[config.mk]
export PLATFORM = sky130hd
export DESIGN_NAME = store_addr_tracker
export DESIGN_NICKNAME = d
export VERILOG_FILES = /design/src/rtl/store_addr_tracker.sv
export SDC_FILE = /design/constraint.sdc
export NUM_CORES = 1
export LEC_CHECK = 0
export ABC_AREA = 0
export BUFFER_PORTS_ARGS = -buffer_cell sky130_fd_sc_hd__buf_2
export CORE_MARGIN = 2
export CORE_UTILIZATION = 60
export DETAILED_ROUTE_END_ITERATION = 16
export HOLD_SLACK_MARGIN = 0.06
export PLACE_DENSITY = 0.79
export SETUP_SLACK_MARGIN = 0.02
export SLEW_MARGIN = 20
export SYNTH_ARGS = -nofsm -noshare
export SYNTH_HDL_FRONTEND = slang
export SYNTH_SLANG_ARGS = --single-unit
[constraint.sdc]
create_clock -name clk -period 6.1 [get_ports clk]
set_input_delay 0.915 -clock clk [delete_from_list [all_inputs] [get_ports clk]]
set_output_delay 0.915 -clock clk [all_outputs]
set_load 0.02 [all_outputs]
[src/rtl/store_addr_tracker.sv]
module store_addr_tracker #(
  parameter int NUM_ENTRIES = 8,
  parameter int ADDR_W = 32,
  parameter int IDX_W = (NUM_ENTRIES > 1) ? $clog2(NUM_ENTRIES) : 1
) (
  input  logic              clk,
  input  logic              rst_n,
  input  logic              st_valid,
  input  logic [ADDR_W-1:0] st_addr,
  output logic [IDX_W-1:0]  st_idx,
  input  logic              done_valid,
  input  logic [IDX_W-1:0]  done_idx,
  input  logic              ld_valid,
  input  logic [ADDR_W-1:0] ld_addr,
  output logic              ld_stall,
  input  logic              fence_req,
  output logic              fence_done,
  output logic              full
);

  logic [NUM_ENTRIES-1:0] valid, valid_n, set_m, clr_m, hit;
  logic [ADDR_W-1:0]      addr_q [NUM_ENTRIES];
  logic                   fence_pend, fence_act, st_fire;

  assign full     = &valid;
  assign st_fire  = st_valid & ~full;

  always_comb begin
    st_idx = '0;
    for (int i = NUM_ENTRIES - 1; i >= 0; i--)
      if (!valid[i]) st_idx = IDX_W'(i);
  end

  always_comb begin
    set_m = '0;
    clr_m = '0;
    if (st_fire) set_m[st_idx] = 1'b1;
    if (done_valid) clr_m[done_idx] = 1'b1;
  end

  assign valid_n = (valid & ~clr_m) | set_m;

  always_comb
    for (int i = 0; i < NUM_ENTRIES; i++)
      hit[i] = valid[i] & ~clr_m[i] & (addr_q[i] == ld_addr);

  assign ld_stall   = ld_valid & |hit;
  assign fence_act  = fence_req | fence_pend;
  assign fence_done = fence_act & ~|valid_n;

  always_ff @(posedge clk) begin
    if (!rst_n) begin
      valid      <= '0;
      fence_pend <= 1'b0;
    end else begin
      valid      <= valid_n;
      fence_pend <= fence_act & ~fence_done;
    end
  end

  always_ff @(posedge clk)
    for (int i = 0; i < NUM_ENTRIES; i++)
      if (set_m[i]) addr_q[i] <= st_addr;

endmodule

Word-level counts from Yosys, hierarchy flattened --
Memory sizes are Yosys's and may differ from the RTL's. Cells that the tools add are included. Widths: inputs -> output; s select.
Storage, ports and cells: bits in read-only memories 0, memory bits (writable) 256, output and inout port bits 6, memories 1, bits in registers 9, bits in latches 0
Cells by class: add/sub/neg operators 0, equal/unequal tests 8, shift-type cells 0, magnitude comparators 4, bitwise operators 34, reductions and logical operators 13, multiply operators 0, div/mod/pow operators 0, muxes and demuxes 51
Memories:
- addr_q | words 8, bits a word 32, rd ports 8, clocked after memory_dff 0, wr ports 1, line 22 | logic [ADDR_W-1:0] addr_q [NUM_ENTRIES];
Operators with widths (count):
- $eq 32x32->1 | 8
- $mux 32 | 7
- $reduce_or 32->1 | 7
- $mux 3 | 15
- $mux 1 | 25
- $and 1x1->1 | 20
- $mux 8 | 2
- $reduce_or 8->1 | 2
- $not 1->1 | 10
- $and 8x8->8 | 1
- $lt 3x4->1 const B | 2
- $not 8->8 | 1
- $or 8x8->8 | 1
- $reduce_and 8->1 | 1
- $demux 1 s3 | 2
- $ge 3x1->1 const B | 2
- $logic_and 1x1->1 | 2
- $logic_not 1->1 | 1
- $or 1x1->1 | 1

Longest topological paths before layout --
depth after elaboration 23, depth in mapped cells 7

Worst setup path after synthesis --
OpenSTA, ideal clock, no wires.
kind input to output, start input port ld_addr[22], end output port ld_stall, stages on the path 7, data arrival time 2281 ps, path slack 2904 ps, data required time 5185 ps, path through buf_2 xor2_1 nor4_1 nand3_1 or4_1 nand4_1 o41a_2
Between the ends: longest elaborated chain between the ends 4, elaborated cells on any way between the ends 18
RTL lines:
- from (decl) | line 14 | input logic [ADDR_W-1:0] ld_addr,
- $eq 32x32->1 | line 45 | hit[i] = valid[i] & ~clr_m[i] & (addr_q[i] == ld_addr);
- $and 1x1->1 | line 45
- $reduce_or 8->1 * | line 47 | assign ld_stall = ld_valid & |hit;
- $and 1x1->1 * | line 47
- to (decl) | line 15 | output logic ld_stall,
Mark *: on every way between the ends. The rest lies on a longest branch, timed or not.

Worst setup path after layout --
start input port ld_addr[20], end output port ld_stall
Same word-level chain as after synthesis.

==> results.json <==
{
  "hold_buffers": 0,
  "dp_hpwl_um": 18900,
  "area_delta_synth_final_pct": 12.5,
  "final_area_um2": 12600,
  "vias": 6271,
  "die_x_um": 141,
  "viasPerCell": 6.06,
  "first_global_vias": 6185,
  "synth_top_area_share_pct": 68.5,
  "seq_area_um2": 7870,
  "synth_common_cells": "256 x edfxtp_1, 152 x xnor2_1, 104 x xor2_1",
  "endpoint_kind": "output pin",
  "worstPathRequired_ns": 5.18,
  "period_minus_slack_ns": 3.85,
  "detailedRoute.firstIterationViolations": 796,
  "rows": 50,
  "postCtsSetupBuffers": 0,
  "grt_max_degree": 34,
  "grt_pass1_wl_um": 40700,
  "start_util_pct": 60.6,
  "finalSetupViolCount": 0,
  "yosysWarnings": 0,
  "maxCapViolations": 0,
  "clk_pin_slew_worst_paths_ns": 0.06,
  "fin_crit_sh_pct": 63.1,
  "timing_hold_violations_final": 0,
  "yosysTopAreaCell": "edfxtp_1",
  "die-area_um2": 19800,
  "placed_area_um2": 11800,
  "switching_share_pct": 21.3,
  "multiInputGateArea_um2": 3160,
  "nets": 858,
  "power_frac_comb_pct": 6.5,
  "grt_util_met2_pct": 47.4,
  "drc": 0,
  "layout-drive-gt1-share_pct": 15.7,
  "cts_sinks": 265,
  "fillers": 1261,
  "min_path_type": "flop to flop",
  "ir_drop_v": 0.000280,
  "ys_types": 31,
  "worst_pin_slew_ns": 1.01,
  "synth_area_per_cell_um2": 15.9,
  "worstSetupStartpointType": "input port",
  "grt_overflow": 0,
  "ys_ff_latch": 265,
  "drv_slew": 0,
  "coreArea_um2": 18500,
  "powerDensity_nw_per_um2": 307,
  "p_seq_share_pct": 52.5,
  "max_freq_ghz": 0.260,
  "port_buffers": 78,
  "numCtsBuffers": 27,
  "synth.area.top_cells": "edfxtp_1 68%, xnor2_1 12%, xor2_1 8.1%",
  "internal_power_mw": 3.06,
  "p_clk_share_pct": 40.9,
  "grt.total_usage_pct": 28.6,
  "cts_resized": 0,
  "p_sw_mw": 0.825,
  "slew-limit-headroom_pct": 32.6,
  "synthCells": 705,
  "synth_flop_cell": "edfxtp_1",
  "use_met1_pct": 41.4,
  "synth-seq-area-share_pct": 70.1,
  "outcome": "completed",
  "top_usage_layer": "met2",
  "grt_use_met3_pct": 4.72,
  "firstDrtPassIters": 5,
  "finClkSkew_ns": 0.0108,
  "worstSetupPathType": "input port to output pin",
  "syn_nets": 778,
  "diodes": 0,
  "clockBufferDepth": 3,
  "worstPathArrival_ns": 2.93,
  "routedWlPerCell_um": 27.2,
  "power.leakage_nw": 4.11,
  "rsz0062_at_grt": "false",
  "gp_congestion": 0.863,
  "ctsRootBufferMaster": "clkbuf_16",
  "tns_ns": 0,
  "cts_tree": "yes",
  "wl_um": 28200,
  "critPathMaxFanout": 8,
  "antenna_found_initial": 0,
  "die_h_um": 141,
  "netlist_area_um2": 11200,
  "synth-edff-count": 256,
  "ios": 79,
  "htreeDepth": 1,
  "synth_most_common_cell": "edfxtp_1",
  "async_flop_share_pct": 0,
  "drtAntennaViolNets": 0,
  "clock_latency_ns": 0.52
}
[final timing paths]
kind | startpoint | endpoint | slack [ns] | cells after the start
setup reg to reg | valid[7]$_SDFF_PN0_ | addr_q[1][48]$_DFFE_PP_ | 3.42 | 5
hold reg to reg | fence_pend$_SDFF_PN0_ | fence_pend$_SDFF_PN0_ | 0.53 | 2
hold / removal | fence_pend$_SDFF_PN0_ | fence_pend$_SDFF_PN0_ | 0.53 | 2
setup / recovery | ld_addr[20] | ld_stall | 2.25 | 8
[metrics by stage]
stage                     worst slack [ns]  hold slack, ns  cells  utilization (%)  power, mW
after floorplan                       2.90           0.474    705                -       2.22
after detailed placement              2.31           0.536    989             63.6       2.33
after CTS                             2.29           0.554   1034             68.1       3.89
after global routing                  2.14           0.606   1035             68.2       3.98
after global placement                2.33           0.495    989             63.6       2.32
final                                 2.25           0.534   1035             68.2       3.88
[cells by family after synthesis]
logic type	synth area share, %
compound gates	1.64
xor+xnor	20.0
buf+inv	2.05
flops	70.1
simple gates	6.23
[layer usage]
metal	vias to the layer above	part of all wire (%)
li1	2746	-
met1	3158	41
met2	325	49
met3	42	8.7
met4	0	1.7
met5	-	0
[flip-flops by register name, indices dropped and copies added, names as in the netlist]
register	flops
valid	8
fence_pend	1
addr_q	256
[cell usage in the layout (no fill, tap or decap), drive strengths merged]
cell,instances
inv,4
nor2,9
a21boi,4
nor3,6
xnor2,152
o41a,1
nand3b,1
o32ai,1
bufinv,3
nor4,34
and3,2
nor2b,1
clkbuf,35
nand3,4
nand2,10
dfxtp,9
and2,1
or4,1
a31oi,1
o31a,3
clkinv,7
buf,85
o21ai,5
nand4,49
nand2b,3
edfxtp,256
o31ai,2
o21a,8
xor2,104
[cell type report]
class                      instances  share of cell area (%)
clock buffer                      35                    5.67
tap                              234                    2.32
clock inverter                    10                   0.951
inverter                           4                   0.119
multi-input combinational        402                    25.1
sequential                       265                    62.3
timing repair buffer              85                    3.61
[power by group through the flow]
stage                     Combinational [mW]  Clock, mW  Sequential [mW]
after floorplan                        0.148          0             2.07
after global placement                 0.246          0             2.07
after detailed placement               0.251          0             2.08
after CTS                              0.253       1.60             2.04
after global routing                   0.269       1.67             2.04
final                                  0.254       1.59             2.04
[critical path, stage by stage]
cell	delay [ns]
buf_2	0.17
xor2_1	0.21
nor4_1	0.56
nand3_1	0.14
or4_1	0.49
nand4_1	0.11
o41a_2	0.16
buf_2	0.17
Power figures use the tool's default switching activity.
